**config.mk**
```make
export PLATFORM = sky130hd
export DESIGN_NAME = bist_loop_ctrl
export DESIGN_NICKNAME = d
export VERILOG_FILES = /design/src/rtl/bist_loop_pkg.sv /design/src/rtl/bist_lfsr.sv /design/src/rtl/bist_timer.sv /design/src/rtl/bist_loop_ctrl.sv
export SDC_FILE = /design/constraint.sdc
export NUM_CORES = 1
export LEC_CHECK = 0
export ABC_CLOCK_PERIOD_IN_PS = 2150
export BUFFER_PORTS_ARGS = -buffer_cell sky130_fd_sc_hd__buf_2
export CAP_MARGIN = 20
export CORE_ASPECT_RATIO = 0.75
export CORE_MARGIN = 1.5
export CORE_UTILIZATION = 57
export CTS_CLUSTER_DIAMETER = 80
export CTS_CLUSTER_SIZE = 40
export DETAILED_ROUTE_END_ITERATION = 16
export PLACE_DENSITY = 0.75
export SYNTH_ARGS = -nofsm -noshare
export SYNTH_HDL_FRONTEND = slang
export SYNTH_SLANG_ARGS = --single-unit
```
**constraint.sdc**
```tcl
create_clock -name clk_i -period 2.15 [get_ports clk_i]
set_input_delay 0.215 -clock clk_i [delete_from_list [all_inputs] [get_ports clk_i]]
set_output_delay 0.215 -clock clk_i [all_outputs]
set_load 0.02 [all_outputs]
```
**src/rtl/bist_loop_pkg.sv**
```systemverilog
package bist_loop_pkg;
  typedef enum logic [1:0] {
    ST_IDLE = 2'd0,
    ST_SEND = 2'd1,
    ST_RECV = 2'd2,
    ST_FIN  = 2'd3
  } bist_state_e;

  localparam int unsigned BIT_PASS = 0;
  localparam int unsigned BIT_MISM = 1;
  localparam int unsigned BIT_RXER = 2;
  localparam int unsigned BIT_TOUT = 3;
  localparam int unsigned BIT_DONE = 7;
endpackage

```
**src/rtl/bist_lfsr.sv**
```systemverilog
module bist_lfsr #(
  parameter int unsigned W    = 8,
  parameter logic [W-1:0] TAPS = 8'hB8,
  parameter logic [W-1:0] SEED = 8'hA5
) (
  input  logic         clk_i,
  input  logic         rst_ni,
  input  logic         load_i,
  input  logic         step_i,
  output logic [W-1:0] val_o
);
  logic [W-1:0] q;
  logic         fb;

  assign fb    = ^(q & TAPS);
  assign val_o = q;

  always_ff @(posedge clk_i or negedge rst_ni) begin
    if (!rst_ni)     q <= SEED;
    else if (load_i) q <= SEED;
    else if (step_i) q <= {q[W-2:0], fb};
  end

  AST_LFSR_NONZERO: assert property (@(posedge clk_i) disable iff (!rst_ni)
    q != '0);
endmodule

```
**src/rtl/bist_timer.sv**
```systemverilog
module bist_timer #(
  parameter int unsigned LIMIT = 4096,
  localparam int unsigned CW   = $clog2(LIMIT + 1)
) (
  input  logic clk_i,
  input  logic rst_ni,
  input  logic clr_i,
  input  logic run_i,
  output logic expire_o
);
  logic [CW-1:0] cnt;

  assign expire_o = run_i && (cnt == CW'(LIMIT - 1));

  always_ff @(posedge clk_i or negedge rst_ni) begin
    if (!rst_ni)                 cnt <= '0;
    else if (clr_i)              cnt <= '0;
    else if (run_i && !expire_o) cnt <= cnt + 1'b1;
  end

  AST_TIMER_BOUND: assert property (@(posedge clk_i) disable iff (!rst_ni)
    cnt < CW'(LIMIT));
endmodule

```
**src/rtl/bist_loop_ctrl.sv**
```systemverilog
module bist_loop_ctrl
  import bist_loop_pkg::*;
#(
  parameter int unsigned    NUM_PAT     = 16,
  parameter int unsigned    TIMEOUT_CYC = 4096,
  parameter logic [7:0]     SEED        = 8'hA5,
  localparam int unsigned   NW          = $clog2(NUM_PAT + 1)
) (
  input  logic       clk_i,
  input  logic       rst_ni,
  input  logic       start_i,
  input  logic       tx_full_i,
  output logic       tx_wr_o,
  output logic [7:0] tx_data_o,
  input  logic       rx_empty_i,
  input  logic [7:0] rx_data_i,
  output logic       rx_rd_o,
  input  logic       rx_err_i,
  output logic       loop_en_o,
  output logic       done_o,
  output logic [7:0] status_o
);
  bist_state_e st_q;
  logic [NW-1:0] wr_cnt_q, rd_cnt_q;
  logic [7:0]    stat_q;
  logic [7:0]    pat;
  logic          tmo, running, last_wr, last_rd, lfsr_load, lfsr_step;

  assign running   = (st_q == ST_SEND) || (st_q == ST_RECV);
  assign tx_wr_o   = (st_q == ST_SEND) && !tx_full_i && !tmo;
  assign rx_rd_o   = (st_q == ST_RECV) && !rx_empty_i && !tmo;
  assign last_wr   = tx_wr_o && (wr_cnt_q == NW'(NUM_PAT - 1));
  assign last_rd   = rx_rd_o && (rd_cnt_q == NW'(NUM_PAT - 1));
  // reload the seed at start and again to regenerate for comparison
  assign lfsr_load = ((st_q == ST_IDLE) && start_i) || last_wr;
  assign lfsr_step = tx_wr_o || rx_rd_o;
  assign tx_data_o = pat;
  assign loop_en_o = running;
  assign status_o  = stat_q;
  assign done_o    = stat_q[BIT_DONE];

  bist_lfsr #(.W(8), .TAPS(8'hB8), .SEED(SEED)) u_lfsr (
    .clk_i  (clk_i),
    .rst_ni (rst_ni),
    .load_i (lfsr_load),
    .step_i (lfsr_step),
    .val_o  (pat)
  );

  bist_timer #(.LIMIT(TIMEOUT_CYC)) u_timer (
    .clk_i    (clk_i),
    .rst_ni   (rst_ni),
    .clr_i    (st_q == ST_IDLE),
    .run_i    (running),
    .expire_o (tmo)
  );

  always_ff @(posedge clk_i or negedge rst_ni) begin
    if (!rst_ni) begin
      st_q     <= ST_IDLE;
      wr_cnt_q <= '0;
      rd_cnt_q <= '0;
      stat_q   <= '0;
    end else begin
      if (running && rx_err_i) stat_q[BIT_RXER] <= 1'b1;
      unique case (st_q)
        ST_IDLE: if (start_i) begin
          st_q     <= ST_SEND;
          stat_q   <= '0;
          wr_cnt_q <= '0;
          rd_cnt_q <= '0;
        end
        ST_SEND: begin
          if (tmo) begin
            stat_q[BIT_TOUT] <= 1'b1;
            st_q             <= ST_FIN;
          end else if (tx_wr_o) begin
            wr_cnt_q <= wr_cnt_q + 1'b1;
            if (last_wr) st_q <= ST_RECV;
          end
        end
        ST_RECV: begin
          if (tmo) begin
            stat_q[BIT_TOUT] <= 1'b1;
            st_q             <= ST_FIN;
          end else if (rx_rd_o) begin
            rd_cnt_q <= rd_cnt_q + 1'b1;
            if (rx_data_i != pat) stat_q[BIT_MISM] <= 1'b1;
            if (last_rd) st_q <= ST_FIN;
          end
        end
        ST_FIN: begin
          stat_q[BIT_DONE] <= 1'b1;
          stat_q[BIT_PASS] <= ~|stat_q[BIT_TOUT:BIT_MISM];
          st_q             <= ST_IDLE;
        end
        default: st_q <= ST_IDLE;
      endcase
    end
  end

  AST_NO_WR_FULL: assert property (@(posedge clk_i) disable iff (!rst_ni)
    tx_wr_o |-> !tx_full_i);
  AST_NO_RD_EMPTY: assert property (@(posedge clk_i) disable iff (!rst_ni)
    rx_rd_o |-> !rx_empty_i);
  AST_WR_BOUND: assert property (@(posedge clk_i) disable iff (!rst_ni)
    wr_cnt_q <= NW'(NUM_PAT));
  AST_PASS_RULE: assert property (@(posedge clk_i) disable iff (!rst_ni)
    $rose(done_o) |-> (status_o[BIT_PASS] == !(|status_o[BIT_TOUT:BIT_MISM])));
  AST_LOOP_NOT_DONE: assert property (@(posedge clk_i) disable iff (!rst_ni)
    loop_en_o |-> !done_o);
  AST_IDLE_QUIET: assert property (@(posedge clk_i) disable iff (!rst_ni)
    !loop_en_o |-> (!tx_wr_o && !rx_rd_o));
  AST_DONE_HOLD: assert property (@(posedge clk_i) disable iff (!rst_ni)
    (done_o && !start_i) |=> $stable(status_o));
endmodule

```
; Word-level counts from Yosys, hierarchy flattened
; Index checks and enable logic that the tools add are counted.
; W data, S select, Z words.
[op_classes]
n_addsub = 3
eq_ne = 18
n_mux = 30
reduce_logical = 33
[op_table]
columns = cell, count
row1 = $mux W13, 2
row2 = $mux W5, 5
row3 = $mux W8, 3
row4 = $pmux W5 S2, 2
row5 = $mux W2, 7
row6 = $add A13 B1 Y13 const B, 1
row7 = $eq A13 B12 Y1 const B, 1
row8 = $ne A3 B2 Y1 const B, 4
row9 = $reduce_bool A2 Y1, 6
row10 = $add A5 B1 Y5 const B, 2
row11 = $eq A5 B4 Y1 const B, 2
row12 = $logic_and A1 B1 Y1, 10
row13 = $ne A2 B2 Y1 const B, 5
row14 = $reduce_and A5 Y1, 2
row15 = $ne A8 B8 Y1, 1
row16 = $pmux W1 S2, 4
row17 = $pmux W2 S4, 1
row18 = $reduce_and A4 Y1, 2
row19 = $reduce_xor A8 Y1, 1
row20 = $mux W1, 6
row21 = $eq A2 B2 Y1 const B, 2
row22 = $logic_not A1 Y1, 4
row23 = $ne A2 B1 Y1 const B, 2
row24 = $logic_or A1 B1 Y1, 3
row25 = 6 further kinds, 6
[totals]
reg_bits = 38
in_bits = 14
out_inout_bits = 20
elab_cells = 93

; Logic depth before layout (Yosys ltp)
; Gate-level depths: netlist of run 1.
[logic_depth]
depth_word = 10
ltp_mapped = 8
mapped_depth_nobuf = 7

; Cells and area by module
; From an unflattened synthesis of run 1, not the netlist that was laid out.
[unflattened]
cells_unflattened = 237
hier_area_um2 = 2268.4
[modules_own_cells]
columns = mod, n_inst, cells_per_inst, area_each_um2, seq_area_each_um2
row1 = bist_loop_ctrl, 1, 132, 1176.1, 425.4
row2 = bist_timer, 1, 76, 744.5, 325.3
row3 = bist_lfsr, 1, 29, 347.8, 205.2

; Least setup slack after synthesis of run 1
; OpenSTA, ideal clock, no wires.
[synth_timing]
path_kind = reg-to-reg
from = register st_q[0]
to = register stat_q[1], in the netlist status_o[1]
setup_ns = 0.065
arrival_ns = 2.080
required_time_ns = 2.085
path_slack_ns = 0.005
stages_incl_launch_ff = 9
n_path_buf = 2
period_less_slack_ns = 2.145
path_cell_list = dfrtp_1 -> inv_1 -> ha_1 -> buf_4 -> and4_4 -> and4_4 -> buf_6 -> nor2_1 -> o221a_2
[synth_via]
elab_chain_len = 7
elab_cells_between_ends = 15
cone_classes = 6 x eq/ne / 1 x mux / 8 x reduce/logical
[synth_rtl]
columns = item, line
row1 = from (decl), bist_loop_ctrl.sv:23  ; bist_state_e st_q;
row2 = from (signal assigned), bist_loop_ctrl.sv:60  ; st_q <= ST_IDLE;
row3 = from (signal assigned), bist_loop_ctrl.sv:68  ; st_q <= ST_SEND;
row4 = from (signal assigned), bist_loop_ctrl.sv:76  ; st_q <= ST_FIN;
row5 = $eq A2 B1 Y1 / $eq A2 B2 Y1 (equally long branches), bist_loop_ctrl.sv:29  ; assign running = (st_q == ST_SEND) || (st_q == ST_RECV);
row6 = $logic_or A1 B1 Y1 *, bist_loop_ctrl.sv:29
row7 = via loop_en_o, bist_loop_ctrl.sv:19  ; output logic loop_en_o,
row8 = $logic_and A1 B1 Y1 *, bist_timer.sv:13  ; assign expire_o = run_i && (cnt == CW'(LIMIT - 1));
row9 = $logic_not A1 Y1 *, bist_loop_ctrl.sv:31  ; assign rx_rd_o = (st_q == ST_RECV) && !rx_empty_i && !tmo;
row10 = $logic_and A1 B1 Y1 *, bist_loop_ctrl.sv:31
row11 = via rx_rd_o, bist_loop_ctrl.sv:17  ; output logic rx_rd_o,
row12 = $ne A2 B2 Y1 (no source line) *, n/a
row13 = $reduce_and A5 Y1 (no source line) *, n/a
row14 = "to (signal, indexed assignment)", bist_loop_ctrl.sv:94  ; stat_q[BIT_PASS] <= ~|stat_q[BIT_TOUT:BIT_MISM];
row15 = to (decl), bist_loop_ctrl.sv:25  ; logic [7:0] stat_q;
; The timed path passes the listed nets; every way through them passes the cells marked *.
; A chain may end at the register's enable or synchronous reset.

; Worst setup path in the final report of run 1
[layout_timing]
from = register st_q[0]
to = output port tx_wr_o
[layout_via]
elab_chain_len = 5
elab_cells_between_ends = 7
cone_classes = 2 x eq/ne / 5 x reduce/logical
[layout_rtl]
columns = item, line
row1 = $eq A2 B1 Y1 / $eq A2 B2 Y1 (equally long branches), "bist_loop_ctrl.sv:29, bist_loop_ctrl.sv:30"
row2 = $logic_or A1 B1 Y1, bist_loop_ctrl.sv:29
row3 = $logic_and A1 B1 Y1, bist_timer.sv:13
row4 = $logic_not A1 Y1, bist_loop_ctrl.sv:30  ; assign tx_wr_o = (st_q == ST_SEND) && !tx_full_i && !tmo;
row5 = $logic_and A1 B1 Y1 *, bist_loop_ctrl.sv:30
row6 = to (decl), bist_loop_ctrl.sv:13  ; output logic tx_wr_o,
; Mark *: on every way between the ends. The rest lies on a longest branch, timed or not.

==> summary.txt, run 1 <==
Status - complete, no violations
Sw frac - 42.2%
Post-synth EDFFs - 0
Synth top area share - 35.3%
Most common cell in the netlist - dfrtp_1
Final min period - 2.11 ns
Tot GR Track Use - 23.6%
Mean number of vias per cell - 5.81
Final Cycle Share - 97.9%
Port bufs - 30
Initial core utilization - 59.5%
Final WS setup - 0.0441 ns
Final WL - 5260 µm
#FFs+latches synth - 38
Post-route cell area - 0.00278 mm²
# H-tree levels - 2
NetSw - 1.50 mW
Element type at the critical path end - output port
Post-synth ARST share - 100%
Clock power frac - 14.3%
CTS Sinks - 38
Arr. time, crit path - 1.89 ns
Clock skew - 0.00439 ns
Synth Flop Type - dfrtp_1
Synthesized area - 0.00241 mm²
Setup WS pre-CTS - 0.0519 ns
Number of I/O pins - 34
DP HPWL - 3600 µm
Startpoint Class - flip-flop
Slew Viols, Final - 0
Main area contributors after synthesis - dfrtp_1, ha_1, dfstp_2
Reg power frac - 33.2%
Layout fillers - 350
Library cells used by synthesis - 56
Drt pass-1 iters - 4
Top cell family by delay on the critical path - simple AND/OR/NAND/NOR gates
LEAKAGE - 1.24 nW
Pin count of the biggest net entering global routing - 39
First-pass GRT wire length - 8400 µm
CTS Root Cell - clkbuf_8
CP required - 1.93 ns
TritonCTS clock tree - built
Gr ovfl total - 0
Share of cells above drive strength 1 - 25.3%
Final ANT Viol Nets - 0
Ant diodes - 0
Maximum clock path buffer count - 2
Final setup vio count - 0
Area growth syn-to-layout - 15.2%
Detailed-route via count - 2,015
Post-synth top cells - dfrtp_1, a21oi_1, nand2_1
Peak supply drop - 817 µV
Routability cong. - 0.833
DRC violations left - 0
Initial DRC count - 132
Die Width - 78.1 µm
Antenna violations before repair - 0
Slowest stage cell, crit path - dfrtp_1
Dpl cell area - 0.00263 mm²
Max Fclk - 0.475 GHz
Max cap viols - 0
Slew headroom - 43.1%
Post-Synthesis Cells - 249
Reg clk slew, reported paths - 0.07 ns
CP Max Fanout - 7
P_int - 2.05 mW
PD cells - 1280 mW/mm²
Hold Crit Class - in2async
Clk_lat worst skew - 0.29 ns
Slew @ Worst Pin - 0.853 ns
Critical path class - reg2out
Register area share after synthesis - 39.6%
Ys Warns - 0
Vias in the first global route - 1,744
# nets final - 314
Fin. Hold Viols - 0
Row count - 20
CTS Buf Count - 5
Comb power frac - 52.6%
Tot Pwr - 3.55 mW
Non-Filler Instances - 347
Hold_buf cts - 0
Per-cell routed wire length - 15.1 µm
Cell taking the most area after synthesis - dfrtp_1
CP max stage delay - 0.42 ns
Die height - 59.4 µm
Worst-path cell chain - inv_2 > ha_4 > and4_4 > nand4_1 > nand2b_1 > nor2_1 > buf_2
Die ar. - 0.00464 mm²
Syn Area/Cell - 9.69 µm²
Placeable Area - 0.00405 mm²
Placed cell count - 332
CP Buf/Inv Count - 2
-- flip-flops by register name, summed over array words and instances (netlist names) --
register and cells:
rd_cnt_q 5, st_q 2, status_o 5, u_lfsr.val_o 8
u_timer.cnt 13, wr_cnt_q 5
-- layout make-up --
class	count	area, µm²	share of cell area [%]
clock buffer	7	86.3	3.10
inverter	11	41.3	1.48
sequential	38	956	34.4
tap	55	68.8	2.47
timing repair buffer	45	263	9.45
clock inverter	1	5.00	0.180
multi-input combinational	190	1360	48.9
-- what timing repair did --
action / CTS / global route
setup endpoints to repair: 2 / 1
buffers inserted: 2 / 5
pin swaps: 0 / 1
gates resized for setup: 3 / 1
-- kinds of logic (layout without fill, tap and decap cells) --
family / after synthesis / count (layout) / synth area share, %
AND/OR/NAND/NOR: 90 / 90 / 22.1
AO/OA/AOI/OAI: 63 / 63 / 18.5
flip-flops: 38 / 38 / 39.6
buffers and inverters: 23 / 64 / 4.82
multiplexers: 14 / 14 / 6.17
XOR/XNOR: 11 / 11 / 3.99
adder cells (fa/ha/maj): 9 / 9 / 4.67
other: 1 / 3 / 0.155
-- stage by stage --
stage | util, % | hold WS [ns] | TNS, ns
after floorplan | - | -0.0806 | 0
after global placement | 64.8 | 0.376 | 0
after detailed placement | 64.8 | 0.377 | 0
after CTS | 67.7 | 0.0664 | 0
after global routing | 68.6 | 0.119 | -0.0256
final | 68.6 | 0.0328 | 0
-- metal layers --
layer	part of all wire, %	GRT usage (%)	wire length (µm)	vias to the layer above
met2	42	36.0	2210	44
met1	53	35.1	2770	963
met3	4.4	4.62	232	7
met5	0	0	0	-
li1	-	-	-	1001
met4	0.84	5.36	44	0
-- power by group through the flow --
stage                     sequential (mW)  combinational [mW]  clock (mW)
after detailed placement             1.18                1.73           0
after global routing                 1.21                2.05       0.541
final                                1.18                1.86       0.506
after CTS                            1.17                1.80       0.517
after floorplan                      1.26                1.18           0
after global placement               1.18                1.69           0
-- placed cells by master, fill, tap and decap left out, types with 3 or more instances in the layout --
master	Yosys	final
mux2i_1	10	10
nor4_1	4	4
and4_4	3	3
nor2b_1	7	7
nor3_1	7	7
mux2_2	3	3
nand2_1	14	14
xor2_1	6	6
o21ai_0	11	11
nand4_1	5	5
buf_2	0	30
o21a_1	4	4
nand2b_1	7	7
ha_1	9	8
o22a_1	3	3
dfrtp_1	34	34
and3_1	5	5
dfstp_2	4	4
nand3b_1	4	4
nand3_1	8	8
buf_4	6	15
a21oi_1	14	14
clkbuf_8	0	6
o31ai_1	3	3
inv_1	11	9
conb_1	1	3
nor2_1	12	12
a22o_1	4	4
xnor2_1	5	5
-- path summary, 6_finish.rpt --
| kind | start | to | slack, ns | cells past startpoint |
|---|---|---|---|---|
| setup / recovery | st_q[0]$_DFFE_PN0P_ | tx_wr_o | 0.04 | 7 |
| hold / removal | rst_ni | u_timer.cnt[3]$_DFFE_PN0P_ | 0.03 | 1 |
| setup reg to reg | st_q[0]$_DFFE_PN0P_ | rd_cnt_q[0]$_DFFE_PN0P_ | 0.13 | 6 |
| hold reg to reg | rd_cnt_q[4]$_DFFE_PN0P_ | rd_cnt_q[4]$_DFFE_PN0P_ | 0.53 | 2 |
| max in group asynchronous | rst_ni | status_o[3]$_DFFE_PN0P_ | 1.58 | 1 |
| min in group clk_i | rx_err_i | status_o[2]$_DFF_PN0_ | 0.20 | 3 |
(Power assumes the default switching activity.)
==> run 2: changes to the inputs <==
--- a/config.mk
+++ b/config.mk
@@ -11,9 +11,10 @@
 export CORE_ASPECT_RATIO = 0.75
 export CORE_MARGIN = 1.5
-export CORE_UTILIZATION = 57
+export CORE_UTILIZATION = 35
 export CTS_CLUSTER_DIAMETER = 80
 export CTS_CLUSTER_SIZE = 40
 export DETAILED_ROUTE_END_ITERATION = 16
-export PLACE_DENSITY = 0.75
+export PLACE_DENSITY = 0.49
+export RECOVER_POWER = 25
 export SYNTH_ARGS = -nofsm -noshare
 export SYNTH_HDL_FRONTEND = slang
==> constraint.sdc (replaced) <==
create_clock -name clk_i -period 2.15 [get_ports clk_i]
set_input_delay 0.215 -clock clk_i [delete_from_list [all_inputs] [get_ports clk_i]]
set_output_delay 0.215 -clock clk_i [all_outputs]
set_load 0.005 [all_outputs]
==> run 2 against run 1 <==
The run now ends with design-rule violations left. Register-to-register slack hardly changed. Via count hardly changed. Non-clock buffer count is 5 higher. First-iteration DRC count is 30% lower. Largest power group unchanged. Clock power hardly changed. Sequential power hardly changed. Clock skew is 0.0032 ns higher. Hold slack better by 0.17 ns.
==> summary.txt, run 2 (synthesis results as in run 1) <==
Status - finished, violations left
Failing checks - design-rule violations
Die Width - 98.9 µm (+27%)
Port bufs - 30 (unchanged)
Final ANT Viol Nets - 0 (unchanged)
Most common cell after layout, fill and taps aside - dfrtp_1
Max reg flops - 13 (unchanged)
Maximum clock path buffer count - 2 (unchanged)
Area growth syn-to-layout - 17.7%
Setup TNS - 0 ns (unchanged)
Critical path class - reg2out
RSZ-0062 raised after global routing - yes
Element type at the critical path end - output port
Arr. time, crit path - 1.87 ns (-0.02 ns)
Slew headroom - 18.5% (-25 points)
CTS Root Cell - clkbuf_8
Die ar. - 0.00741 mm² (+60%)
Final min period - 2.08 ns (-0.0223 ns)
R2r setup slk - 0.14 ns (about the same)
Clock skew - 0.00761 ns (+0.00322 ns)
DRC violations left - 3 (+3)
Max Fclk - 0.480 GHz (+1.1%)
Setup crit start - st_q[0]$_DFFE_PN0P_
Worst hold slack - 0.201 ns (+0.168 ns)
Clk_lat worst skew - 0.30 ns (about the same)
Antenna violations before repair - 0 (unchanged)
First-pass GRT wire length - 9780 µm (+16%)
Most frequent cells in the layout - dfrtp_1, buf_2, buf_4
CTS Sinks - 38 (unchanged)
Tot GR Track Use - 17.1% (-6.5 points)
Startpoint Class - flip-flop
Reg clk slew, reported paths - 0.08 ns (about the same)
Mean number of vias per cell - 5.34 (-8.1%)
Hold Crit Class - in2reg
Reg2reg end - rd_cnt_q[0]$_DFFE_PN0P_
Critical Path End - tx_wr_o
Per-cell routed wire length - 15.4 µm (+1.5%)
Final WL - 5810 µm (+11%)
Die height - 74.9 µm (+26%)
Final Cycle Share - 96.9% (-1.0 points)
Initial DRC count - 92 (-30%)
Initial core utilization - 37.3% (-22 points)
Top reg by flops - u_timer.cnt
Gr ovfl total - 0 (unchanged)
CTS Buf Count - 5 (unchanged)
Max cap viols - 0 (unchanged)
Vias in the first global route - 1,868 (+7.1%)
Routability cong. - 0.762 (-8.6%)
Drt pass-1 iters - 10 (+6)
Peak supply drop - 433 µV (-47%)
Worst reg2reg path depth - 8 (+2)
Placeable Area - 0.00647 mm² (+60%)
TritonCTS clock tree - built
Number of I/O pins - 34 (unchanged)
PD cells - 1190 mW/mm² (-6.5%)
Ant diodes - 0 (unchanged)
DP HPWL - 4200 µm (+17%)
# H-tree levels - 2 (unchanged)
CP required - 1.93 ns (about the same)
# nets final - 319 (+1.6%)
Slew Viols, Final - 0 (unchanged)
Pin count of the biggest net entering global routing - 22 (-44%)
LEAKAGE - 1.25 nW (+1.2%)
Fin. Hold Viols - 0 (unchanged)
Final setup vio count - 0 (unchanged)
Slew @ Worst Pin - 1.22 ns (+0.370 ns)
CP Max Fanout - 6 (-1)
Share of cells above drive strength 1 - 25.6% (+0.25 points)
R2R Path Start - st_q[0]$_DFFE_PN0P_
Row count - 25 (+25%)
Detailed-route via count - 2,017 (+0.099%)
run 2: cell types whose count changed in the layout (fill, tap and decap cells not counted):
| cell | previous run | this run |
|---|---|---|
| buf_4 | 15 | 18 |
| clkbuf_1 | 1 | 3 |
| buf_2 | 30 | 29 |
| clkbuf_8 | 6 | 5 |
| clkinv_2 | 1 | 2 |
| dlygate4sd3_1 | 0 | 1 |
run 2: worst min path at each step:
| stage | from | endpoint | slack [ns] | cells past startpoint |
|---|---|---|---|---|
| 6_report | rx_err_i | status_o[2]$_DFF_PN0_ | 0.20 | 3 |
| 5_1_grt | rx_err_i | status_o[2]$_DFF_PN0_ | 0.22 | 3 |
| 4_1_cts | rx_err_i | status_o[2]$_DFF_PN0_ | 0.19 | 3 |
| 3_5_place_dp | rst_ni | u_timer.cnt[0]$_DFFE_PN0P_ | 0.22 | 1 |
| 3_3_place_gp | rst_ni | u_timer.cnt[0]$_DFFE_PN0P_ | 0.22 | 1 |
| 2_1_floorplan | rst_ni | rd_cnt_q[0]$_DFFE_PN0P_ | -0.08 | 0 |
run 2: repair_timing:
item / 4_1_cts / 5_1_grt
hold endpoints to repair: 18 / 0
setup buffers: 2 / 5
hold buffers: 1 / 0
pin swaps: 0 / 1
endpoints found under the setup margin: 2 / 1
gates resized for setup: 3 / 1
run 2: power breakdown:
| part | total, mW | switching, mW | internal (mW) |
|---|---|---|---|
| registers | 1.17 | 0.231 | 0.942 |
| logic | 1.71 | 0.843 | 0.867 |
| clock network | 0.505 | 0.279 | 0.225 |
run 2: per-stage QoR:
step	std cells	total power, mW	utilization, %	cell area (µm²)	setup slack, ns
floorplan	251	2.27	-	2420	0.163
detailed placement	362	2.79	41.5	2690	0.0859
global placement	362	2.79	41.5	2690	0.138
global route	378	3.69	43.9	2840	-0.0533
finish	378	3.39	43.9	2840	0.0664
CTS	373	3.36	43.4	2810	0.00972
run 2: layout make-up:
| type | instances | area [µm²] |
|---|---|---|
| inverter | 11 | 41.3 |
| tap | 81 | 101 |
| clock inverter | 2 | 10.0 |
| multi-input combinational | 190 | 1360 |
| timing repair buffer | 50 | 298 |
| fill | 643 | 3630 |
| sequential | 38 | 956 |
| clock buffer | 6 | 72.6 |
run 2: per-layer routing:
| layer | vias up | routed length [µm] | GRT usage, % |
|---|---|---|---|
| met4 | 0 | 58 | 5.24 |
| met5 | - | 0 | 0 |
| li1 | 1008 | - | - |
| met2 | 40 | 2380 | 23.2 |
| met3 | 6 | 192 | 3.44 |
| met1 | 963 | 3170 | 26.9 |
run 2: critical path: stages (launching register included):
cell	delay, ns
dfrtp_1	0.42
inv_2	0.08
ha_4	0.30
and4_4	0.25
nand4_1	0.15
nand2b_1	0.18
nor2_1	0.07
buf_2	0.12
==> run 3: changes to the inputs <==
Settings changed: CORE_UTILIZATION 35 to 45, PLACE_DENSITY 0.49 to 0.61, TNS_END_PERCENT from default to 30.
==> run 3 against run 2 <==
The run ends with max-capacitance violations, max-slew violations left. Sequential share of layout area up 0.62 points. Setup slack gained 0.026 ns. Via count rose by 0.40%. Total power fell by 2.5%. Combinational power decreased by 5%. Count of clock-buffer cells in the layout grew 1. First-iteration DRC count is 3.3% higher. Sequential power is essentially flat. Design area fell by 1.8%. Cell count decreased by 4.2%. Critical path type unchanged. Highest routed layer unchanged.
==> summary.txt, run 3 (synthesis results as in run 1) <==
PD cells - 1180 mW/mm² (-0.72%)
Failing checks - max-capacitance violations, max-slew violations
# nets final - 312 (-2.2%)
Max Fclk - 0.486 GHz (+1.3%)
Fin. Hold Viols - 0 (unchanged)
Pin count of the biggest net entering global routing - 37 (+68%)
Clock skew - 0.00814 ns (+0.000531 ns)
CP max stage delay - 0.40 ns (-0.02 ns)
Ant diodes - 0 (unchanged)
Final setup vio count - 0 (unchanged)
Utilization after layout - 55.4% (+12 points)
Port bufs - 30 (unchanged)
Die ar. - 0.00582 mm² (-21%)
Most common cell after layout, fill and taps aside - dfrtp_1
CTS Buf Count - 5 (unchanged)
Antenna violations before repair - 0 (unchanged)
Slew headroom - -31.1% (-50 points)
Post-route cell area - 0.00279 mm² (-1.8%)
Clk_lat worst skew - 0.29 ns (about the same)
TritonCTS clock tree - built
Final ANT Viol Nets - 0 (unchanged)
Slew @ Worst Pin - 1.97 ns (+0.743 ns)
Initial DRC count - 95 (+3.3%)
Peak supply drop - 743 µV (+72%)
Row count - 22 (-12%)
Element type at the critical path end - output port
Vias in the first global route - 1,811 (-3.1%)
P_int - 2.00 mW (-1.6%)
Tot GR Track Use - 20.2% (+3.1 points)
Max cap viols - 1 (+1)
Dpl cell area - 0.00265 mm² (-1.3%)
Max reg flops - 13 (unchanged)
Final min period - 2.06 ns (-0.0263 ns)
# H-tree levels - 2 (unchanged)
Reg clk slew, reported paths - 0.08 ns (about the same)
Final WL - 5320 µm (-8.4%)
Mean number of vias per cell - 5.59 (+4.8%)
Die Width - 87.6 µm (-11%)
CTS Sinks - 38 (unchanged)
Slew Viols, Final - 37 (+37)
CP Max Fanout - 7 (+1)
DP HPWL - 3840 µm (-8.5%)
Detailed-route via count - 2,025 (+0.40%)
Startpoint Class - flip-flop
Hold_buf cts - 0 (-1)
Most frequent cells in the layout - dfrtp_1, buf_2, a21oi_1, nand2_1, buf_4
CTS Root Cell - clkbuf_8
Comb power frac - 49.0% (-1.5 points)
Sw frac - 39.4% (-0.55 points)
Setup TNS - 0 ns (unchanged)
CP required - 1.93 ns (about the same)
Share of cells above drive strength 1 - 24.5% (-1.1 points)
Hold Crit Class - in2reg
Reg power frac - 35.6% (+1.0 points)
Worst-path cell chain - inv_1 > ha_4 > and4_4 > nand4_1 > nand2b_1 > nor2_1 > buf_2
Initial core utilization - 47.9% (+11 points)
Number of I/O pins - 34 (unchanged)
Most Crowded Layer GR - met1
RSZ-0062 raised after global routing - yes
LEAKAGE - 1.23 nW (-2.2%)
Clock power frac - 15.4% (+0.5 points)
Placeable Area - 0.00504 mm² (-22%)
Critical path class - reg2out
Status - finished, violations left
Maximum clock path buffer count - 2 (unchanged)
Routability cong. - 0.827 (+8.5%)
Top reg by flops - u_timer.cnt
First-pass GRT wire length - 8970 µm (-8.3%)
Arr. time, crit path - 1.84 ns (-0.03 ns)
Per-cell routed wire length - 14.7 µm (-4.4%)
Drt pass-1 iters - 4 (-6)
NetSw - 1.30 mW (-3.9%)
Layout fillers - 476 (-26%)
Gr ovfl total - 0 (unchanged)
Met3 GRT Util - 3.75% (+0.31 points)
Met1 usage - 31.6% (+4.7 points)
DRC violations left - 0 (-3)
Met2 global-route usage - 27.7% (+4.5 points)
Die height - 66.4 µm (-11%)
Final Cycle Share - 95.7% (-1.2 points)
Worst hold slack - 0.200 ns (-0.000910 ns)
Area growth syn-to-layout - 15.6%
Slowest stage cell, crit path - dfrtp_1
run 3: cell types whose count changed in the layout (fill, tap and decap cells not counted), sizes merged:
cell	previous run	this run
clkinv	2	1
dlygate4sd3	1	0
buf	47	42
run 3: final timing paths:
kind                                        startpoint                          end  slack (ns)  cells after the start
hold reg to reg            u_timer.cnt[12]$_DFFE_PN0P_  u_timer.cnt[12]$_DFFE_PN0P_        0.53                      2
setup reg to reg                   st_q[0]$_DFFE_PN0P_      wr_cnt_q[1]$_DFFE_PN0P_        0.10                      7
min in group asynchronous                       rst_ni   u_timer.cnt[0]$_DFFE_PN0P_        0.46                      1
setup / recovery                   st_q[0]$_DFFE_PN0P_                      tx_wr_o        0.09                      7
hold / removal                                rx_err_i        status_o[2]$_DFF_PN0_        0.20                      3
max in group asynchronous                       rst_ni  u_lfsr.val_o[1]$_DFFE_PN0P_        0.55                      1
run 3: stage by stage:
step	total power [mW]	setup WS, ns	std cells
detailed placement	2.76	0.0792	350
CTS	3.32	0.0102	360
floorplan	2.27	0.163	251
global placement	2.74	0.160	350
finish	3.30	0.0926	362
global route	3.58	-0.000752	362
run 3: cell type report:
type	instances	area [µm²]	share of cell area [%]
repair buffers	43	246	8.84
flip-flops and latches	38	956	34.3
inverters	11	41.3	1.48
clock inverters	1	5.00	0.179
multi-input cells	190	1360	48.9
well taps	72	90.1	3.23
clock buffers	7	86.3	3.10
run 3: power groups by stage:
stage               registers [mW]  logic [mW]  clock network [mW]
finish                        1.18        1.62               0.507
global route                  1.21        1.80               0.560
CTS                           1.18        1.62               0.524
detailed placement            1.19        1.57                   0
global placement              1.19        1.55                   0
floorplan                     1.14        1.13                   0
run 3: routing by layer:
metal,up-vias,part of all wire (%),routed length (µm)
met5,-,0,0
met4,0,1.1,56
met3,7,4.0,213
met2,43,43,2290
met1,983,52,2760
li1,992,-,-
run 3: timing repair:
item	in CTS	in global routing
pin swaps	0	0
setup endpoints to repair	2	5
setup buffers	2	2
resized for setup	1	2
endpoints found under the hold margin	0	0
run 3: worst max-delay path, delay by kind of cell (launching register included):
kind	cells	cell delay, ns
buffers and inverters	2	0.24
adders and majority gates	1	0.31
DFF	1	0.40
and+or+nand+nor	4	0.60
